### src/rtl/hmac_csr.sv
module hmac_csr #(
  parameter int AW = 7
) (
  input  logic           clk,
  input  logic           rst_n,
  input  logic           bus_en,
  input  logic           bus_we,
  input  logic [AW-1:0]  bus_addr,
  input  logic [31:0]    bus_wdata,
  output logic [31:0]    bus_rdata,
  input  logic           ev_hash_ready,
  input  logic           ev_msg_done,
  input  logic           ev_dma_err,
  input  logic           ev_key_valid,
  input  logic           ev_hmac_ready,
  input  logic           ev_dma_done,
  input  logic [255:0]   digest_in,
  output logic           run_en,
  output logic           dma_go,
  output logic           key_fetch,
  output logic           last_blk,
  output logic           cfg_user_iv,
  output logic           cfg_no_swap,
  output logic [1:0]     cfg_key_src,
  output logic           cfg_sha_only,
  output logic           cfg_private,
  output logic [14:0]    xfer_size,
  output logic [9:0]     block_count,
  output logic [255:0]   user_iv,
  output logic [255:0]   key_val,
  output logic [31:0]    key_addr,
  output logic [31:0]    key_mask,
  output logic [31:0]    dma_src,
  output logic [31:0]    dma_dst,
  output logic           msg_push,
  output logic [31:0]    msg_word,
  output logic           irq
);

  localparam int NW = 8;
  localparam int SW = 15;
  localparam int BW = SW - 5;
  localparam logic [AW-1:0] A_CTL  = AW'(8'h00);
  localparam logic [AW-1:0] A_CFG  = AW'(8'h04);
  localparam logic [AW-1:0] A_STAT = AW'(8'h08);
  localparam logic [AW-1:0] A_SIZE = AW'(8'h0C);
  localparam logic [AW-1:0] A_INT  = AW'(8'h10);
  localparam logic [AW-1:0] A_SRC  = AW'(8'h14);
  localparam logic [AW-1:0] A_DST  = AW'(8'h18);
  localparam logic [AW-1:0] A_IV   = AW'(8'h20);
  localparam logic [AW-1:0] A_OUT  = AW'(8'h40);
  localparam logic [AW-1:0] A_IN   = AW'(8'h44);
  localparam logic [AW-1:0] A_KEY  = AW'(8'h48);
  localparam logic [AW-1:0] A_KADR = AW'(8'h68);
  localparam logic [AW-1:0] A_KMSK = AW'(8'h6C);
  localparam logic [5:0]    W1C_MASK = 6'b110100;

  logic        wr, rd, start, pop;
  logic        en_q, dma_q, kreq_q, last_q;
  logic [5:0]  cfg_q;
  logic [5:0]  st_q, st_d, ev_vec;
  logic [SW-1:0] size_q;
  logic        done_q, done_d, ien_q;
  logic [31:0] src_q, dst_q, kaddr_q, kmask_q, word_q;
  logic        push_q;
  logic [2:0]  idx_q;
  logic [31:0] iv_q  [NW];
  logic [31:0] key_q [NW];

  function automatic logic [31:0] swap32(input logic [31:0] w);
    return {w[7:0], w[15:8], w[23:16], w[31:24]};
  endfunction

  assign wr     = bus_en & bus_we;
  assign rd     = bus_en & ~bus_we;
  assign start  = wr && (bus_addr == A_CTL) && bus_wdata[0] && !en_q;
  assign pop    = rd && (bus_addr == A_OUT) && st_q[4];
  assign ev_vec = {ev_dma_done, ev_hmac_ready, ev_key_valid,
                   ev_dma_err, ev_msg_done, ev_hash_ready};

  always_ff @(posedge clk or negedge rst_n) begin
    if (!rst_n) begin
      en_q   <= 1'b0;
      dma_q  <= 1'b0;
      kreq_q <= 1'b0;
      last_q <= 1'b0;
    end else begin
      if (wr && bus_addr == A_CTL) begin
        en_q  <= bus_wdata[0];
        dma_q <= bus_wdata[1];
        if (bus_wdata[2]) kreq_q <= 1'b1;
        if (bus_wdata[3]) last_q <= 1'b1;
      end
      if (ev_key_valid)  kreq_q <= 1'b0;
      if (ev_hmac_ready) last_q <= 1'b0;
    end
  end

  always_comb begin
    st_d = st_q;
    if (start) st_d = '0;
    if (wr && bus_addr == A_STAT) st_d = st_d & ~(bus_wdata[5:0] & W1C_MASK);
    st_d = st_d | ev_vec;
  end

  always_comb begin
    done_d = done_q;
    if (start) done_d = 1'b0;
    if (wr && bus_addr == A_INT && bus_wdata[0]) done_d = 1'b0;
    if (ev_hmac_ready) done_d = 1'b1;
  end

  always_ff @(posedge clk or negedge rst_n) begin
    if (!rst_n) begin
      cfg_q   <= '0;
      st_q    <= '0;
      size_q  <= '0;
      done_q  <= 1'b0;
      ien_q   <= 1'b0;
      src_q   <= '0;
      dst_q   <= '0;
      kaddr_q <= '0;
      kmask_q <= '0;
      idx_q   <= '0;
    end else begin
      st_q   <= st_d;
      done_q <= done_d;
      if (wr) begin
        case (bus_addr)
          A_CFG:  cfg_q   <= bus_wdata[5:0];
          A_SIZE: size_q  <= bus_wdata[SW-1:0];
          A_INT:  ien_q   <= bus_wdata[1];
          A_SRC:  src_q   <= bus_wdata;
          A_DST:  dst_q   <= bus_wdata;
          A_KADR: kaddr_q <= bus_wdata;
          A_KMSK: kmask_q <= bus_wdata;
          default: ;
        endcase
      end
      if (start)    idx_q <= '0;
      else if (pop) idx_q <= idx_q + 3'd1;
    end
  end

  for (genvar g = 0; g < NW; g++) begin : g_words
    localparam logic [AW-1:0] IV_A  = A_IV  + AW'(4 * g);
    localparam logic [AW-1:0] KEY_A = A_KEY + AW'(4 * g);
    always_ff @(posedge clk or negedge rst_n) begin
      if (!rst_n) begin
        iv_q[g]  <= '0;
        key_q[g] <= '0;
      end else if (wr) begin
        if (bus_addr == IV_A)  iv_q[g]  <= bus_wdata;
        if (bus_addr == KEY_A) key_q[g] <= bus_wdata;
      end
    end
    assign user_iv[(NW-1-g)*32 +: 32] = iv_q[g];
    assign key_val[(NW-1-g)*32 +: 32] = key_q[g];
  end

  always_ff @(posedge clk or negedge rst_n) begin
    if (!rst_n) begin
      push_q <= 1'b0;
      word_q <= '0;
    end else begin
      push_q <= wr && (bus_addr == A_IN);
      if (wr && bus_addr == A_IN)
        word_q <= cfg_q[1] ? bus_wdata : swap32(bus_wdata);
    end
  end

  always_comb begin
    bus_rdata = '0;
    if (rd) begin
      if (bus_addr >= A_IV && bus_addr <= A_IV + AW'(28)) begin
        bus_rdata = iv_q[bus_addr[4:2]];
      end else begin
        case (bus_addr)
          A_CTL:  bus_rdata = {30'd0, dma_q, en_q};
          A_CFG:  bus_rdata = {26'd0, cfg_q};
          A_STAT: bus_rdata = {26'd0, st_q};
          A_SIZE: bus_rdata = {{(32-SW){1'b0}}, size_q};
          A_INT:  bus_rdata = {30'd0, ien_q, done_q};
          A_SRC:  bus_rdata = src_q;
          A_DST:  bus_rdata = dst_q;
          A_KADR: bus_rdata = kaddr_q;
          A_OUT:  bus_rdata = st_q[4] ? digest_in[(NW-1-int'(idx_q))*32 +: 32] : '0;
          default: bus_rdata = '0;
        endcase
      end
    end
  end

  assign run_en       = en_q;
  assign dma_go       = dma_q;
  assign key_fetch    = kreq_q;
  assign last_blk     = last_q;
  assign cfg_user_iv  = cfg_q[0];
  assign cfg_no_swap  = cfg_q[1];
  assign cfg_key_src  = cfg_q[3:2];
  assign cfg_sha_only = cfg_q[4];
  assign cfg_private  = cfg_q[5];
  assign xfer_size    = size_q;
  assign block_count  = BW'({1'b0, size_q[SW-1:6]}) + BW'(1);
  assign key_addr     = kaddr_q;
  assign key_mask     = kmask_q;
  assign dma_src      = src_q;
  assign dma_dst      = dst_q;
  assign msg_push     = push_q;
  assign msg_word     = word_q;
  assign irq          = done_q & ien_q;

  AST_KEYREQ_SELFCLR: assert property (@(posedge clk) disable iff (!rst_n) ev_key_valid |=> !key_fetch);
  AST_LAST_SELFCLR: assert property (@(posedge clk) disable iff (!rst_n) ev_hmac_ready |=> !last_blk);
  AST_PUSH_AFTER_WRITE: assert property (@(posedge clk) disable iff (!rst_n) (bus_en && bus_we && bus_addr == A_IN) |=> msg_push);
  AST_PUSH_ONLY_WRITE: assert property (@(posedge clk) disable iff (!rst_n) !(bus_en && bus_we && bus_addr == A_IN) |=> !msg_push);
  AST_IRQ_ON_DONE: assert property (@(posedge clk) disable iff (!rst_n) (ev_hmac_ready && ien_q && !(bus_en && bus_we && bus_addr == A_INT)) |=> irq);
  AST_STAT_RO_HOLD: assert property (@(posedge clk) disable iff (!rst_n) (!start && ev_vec == 6'd0) |=> (st_q[3] == $past(st_q[3]) && st_q[1:0] == $past(st_q[1:0])));
  AST_IDX_HOLD: assert property (@(posedge clk) disable iff (!rst_n) (!start && !pop) |=> $stable(idx_q));

endmodule

### config.mk
export PLATFORM = sky130hd
export DESIGN_NAME = hmac_csr
export DESIGN_NICKNAME = d
export VERILOG_FILES = /design/src/rtl/hmac_csr.sv
export SDC_FILE = /design/constraint.sdc
export NUM_CORES = 1
export LEC_CHECK = 0
export ABC_AREA = 1
export BUFFER_PORTS_ARGS = -buffer_cell sky130_fd_sc_hd__buf_2
export CAP_MARGIN = 30
export CORE_AREA = 2 2 403 405
export DETAILED_ROUTE_END_ITERATION = 10
export DIE_AREA = 0 0 405 407
export GPL_ROUTABILITY_DRIVEN = 0
export PLACE_DENSITY = 0.49
export SETUP_SLACK_MARGIN = 0.2
export SKIP_LAST_GASP = 1
export SYNTH_ARGS = -nofsm -noshare
export SYNTH_HDL_FRONTEND = slang
export SYNTH_SLANG_ARGS = --single-unit
### constraint.sdc
create_clock -name clk -period 2.5 [get_ports clk]
set_clock_uncertainty 0.05 [all_clocks]
set_input_delay 0.25 -clock clk [delete_from_list [all_inputs] [get_ports clk]]
set_output_delay 0.25 -clock clk [all_outputs]
set_load 0.01 [all_outputs]
==> flow_metrics.py <==
metrics = {
    "route": {
        "wl_per_cell_um": 26.3,
        "ant_nets": 0,
        "vias_per_cell": 4.65,
        "route.final.wire_length_um": 191000,
        "first_iter_violations": 3181,
        "drc": 0,
        "num_vias": 33822,
        "dr.pass1.iters": 6,
    },
    "logic_synthesis": {
        "ys_ff_latch": 709,
        "ys_top_cells_by_count": "nand2_1 (923), o21ai_0 (731), dfrtp_1 (709)",
        "synth_top_cell_area_share_pct": 56.1,
        "synth_area_per_cell_sq_um": 8.33,
        "yosys_warnings": 0,
        "synth_ff_type": "dfrtp_1",
        "yosysUniqueCellTypes": 46,
        "yosysMostFrequentCell": "nand2_1",
        "synth-seq-area-share_pct": 56.1,
        "syn_area_sq_mm": 0.0316,
        "syn-num-nets": 4102,
        "synth_edf_count": 0,
        "synth_top_area_cell": "dfrtp_1",
        "synth_area_leaders": "dfrtp_1 (56%), o21ai_0 (12%), nand2_1 (11%), nor2_1 (5.4%), clkbuf_1 (2.4%)",
        "async_reset_ff_share_pct": 100,
        "postSynthCellCount": 3795,
    },
    "grt": {
        "grt_pass1_vias": 31962,
        "antenna_found_initial": 19,
        "grt-ovfl-total": 0,
        "grtUsageTotal_pct": 22.1,
        "grt_pass1_wl_um": 258000,
        "grt_max_degree": 83,
    },
    "setup_path": {
        "slowest_delay_ns": 0.58,
        "worst_setup_path_end_kind": "output port",
        "slowest_stage": "o211ai_1",
        "cp_data_required_time_ns": 2.20,
        "crit_type": "reg2out",
        "critPathLaunchType": "flip-flop",
        "critical_path_arrival_ns": 2.83,
        "cp_cell_sequence": "buf_12, buf_6, o21ai_0, o211ai_1, nand3_2, nand3_1, nand2_1, inv_1, buf_2",
        "path_max_fanout": 18,
    },
    "clock_tree": {
        "cts_sinks": 709,
        "cts_buffer_depth": 3,
        "clkTransAtPathRegs_ns": 0.06,
        "clkLatencyLatePin_ns": 0.69,
        "cts_tree": "done",
        "htreeDepth": 3,
        "cts_root_buf": "clkbuf_16",
        "cts_buffers": 84,
    },
    "sta": {
        "min_period_over_period_pct": 125,
        "max_clock_freq_ghz": 0.319,
        "timing.slew.headroom_pct": 36.3,
        "rsz0062_at_grt": "true",
        "fin_ws_ns": -0.634,
        "period_needed_ns": 3.13,
        "setup_viol": 32,
        "hold_viol_final": 0,
        "worst_pin_slew_ns": 0.955,
        "final_max_slew_viol_count": 0,
    },
    "power_and_ir_drop": {
        "p_leak_nw": 24.4,
        "power_density_mw_per_mm2": 646,
        "peakVddDrop_mv": 0.551,
    },
    "cells_and_area": {
        "final_cells": 7272,
        "area_delta_synth_final_pct": 51.3,
        "fillers": 17124,
        "nets": 5345,
        "drive_gt1_share_pct": 36.8,
    },
    "placement": {
        "post-place-cells": 6966,
        "placement.io_buffers": 1045,
        "place_ws_ns": -0.430,
        "dp_hpwl_um": 141000,
    },
    "floorplanning": {
        "core_area_sq_mm": 0.160,
        "die_h_um": 407,
        "die_w_um": 405,
        "rows": 147,
        "die-area_sq_mm": 0.165,
        "start_util_pct": 19.7,
        "io_pins": 1046,
    },
    "outcome": {
        "violations": "setup timing",
        "outcome": "finished with violations",
    },
    "hold_path": {
        "hold_path_class": "in2async",
    },
    "flow_run": {
        "drv_cap": 0,
    },
}
[what timing repair did]
item	4_1_cts	5_1_grt
pin swaps	110	128
resized for setup	303	232
cloned	24	6
setup buffers	51	23
setup endpoints to repair	38	38
hold buffers	43	0
hold endpoints to repair	538	0
[state kept, by name, summed over array words and instances (netlist names)]
| register | flops |
|---|---|
| cfg_q | 6 |
| key_val | 256 |
| idx_q | 3 |
| xfer_size | 15 |
| st_q | 6 |
| ien_q | 1 |
| msg_word | 32 |
| key_mask | 32 |
| dma_go | 1 |
| dma_dst | 32 |
| user_iv | 256 |
| run_en | 1 |
| msg_push | 1 |
| key_addr | 32 |
| dma_src | 32 |
| last_blk | 1 |
| key_fetch | 1 |
| done_q | 1 |
[cell families (layout without fill, tap and decap cells)]
family | Yosys count | after routing | share of synthesized area (%)
DFF | 709 | 709 | 56.1
xor gates and xnor gates | 7 | 7 | 0.194
AOI/OAI and AO/OA | 1034 | 1034 | 17.2
other | 0 | 7 | 0
adders and majority gates | 2 | 2 | 0.0791
and+or+nand+nor | 1601 | 1601 | 20.7
buffers and inverters | 442 | 1752 | 5.69
[through the flow]
stage	util [%]	area, sq um	TNS [ns]	hold slack, ns	power, W
5_1_grt	29.9	47800	-17.76	0.0399	0.0320
3_3_place_gp	25.8	41300	-4.12	0.195	0.0169
2_1_floorplan	-	31600	0	-0.0956	0.0142
4_1_cts	29.2	46800	-16.96	0.00958	0.0309
6_report	29.9	47800	-14.79	0.0477	0.0309
3_5_place_dp	25.8	41300	-4.16	0.198	0.0170
[path summary, 6_finish.rpt]
check / endpoint / slack, ns / depth (start not counted) / start
min in group clk: user_iv[13] / 0.09 / 4 / bus_addr[6]
max in group asynchronous: key_val[107] / 1.27 / 4 / rst_n
setup / recovery: bus_rdata[30] / -0.63 / 9 / idx_q[0]
hold / removal: key_val[147] / 0.05 / 2 / rst_n
hold reg to reg: key_val[15] / 0.42 / 2 / key_val[15]
setup reg to reg: idx_q[2] / 0.51 / 10 / idx_q[0]
[cell usage in the layout, fill, tap and decap left out, drive strengths merged, types with 3 or more instances in the layout]
cell type    instances
a21oi               53
o21ai              858
dfrtp              709
bufinv               9
clkbuf             125
nand2              940
buf               1409
a22oi                4
xor2                 6
nor2               473
dlygate4sd3         43
nand3b              33
nand3              137
o2111ai              3
o211ai              62
or2                  5
clkinv              25
inv                137
nor3                 8
o22ai               45
diode                7
[worst max-delay path: cells and delay by family, from the launching register on]
kind,cells,cell delay [ns]
and+or+nand+nor,3,0.41
buffers and inverters,4,0.56
AOI/OAI and AO/OA,2,0.69
DFF,1,0.45
[power by group]
part           leakage (nW)  total, W  switching [W]  internal, W
logic                  13.2   0.00516        0.00316      0.00200
clock network          1.44    0.0132        0.00543      0.00779
registers              9.71    0.0125       0.000478       0.0120
total                  24.4    0.0309        0.00907       0.0218
[final cells by class]
cell class	count	area (sq um)	area share [%]
antenna	7	17.5	0.0366
clock buffer	119	2440	5.09
clock inverter	34	503	1.05
inverter	139	534	1.12
multi-input combinational	2644	13400	28.0
sequential	709	17800	37.1
tap	2160	2700	5.65
timing repair buffer	1460	10500	21.9
[metal layers]
layer / wire [um] / up-vias / global-route usage, %
met5: 57 / - / 0
met4: 8960 / 8 / 9.17
met3: 16900 / 337 / 5.92
met2: 91000 / 1743 / 37.0
met1: 74200 / 16702 / 26.9
li1: - / 15032 / -
(Power assumes the default switching activity.)
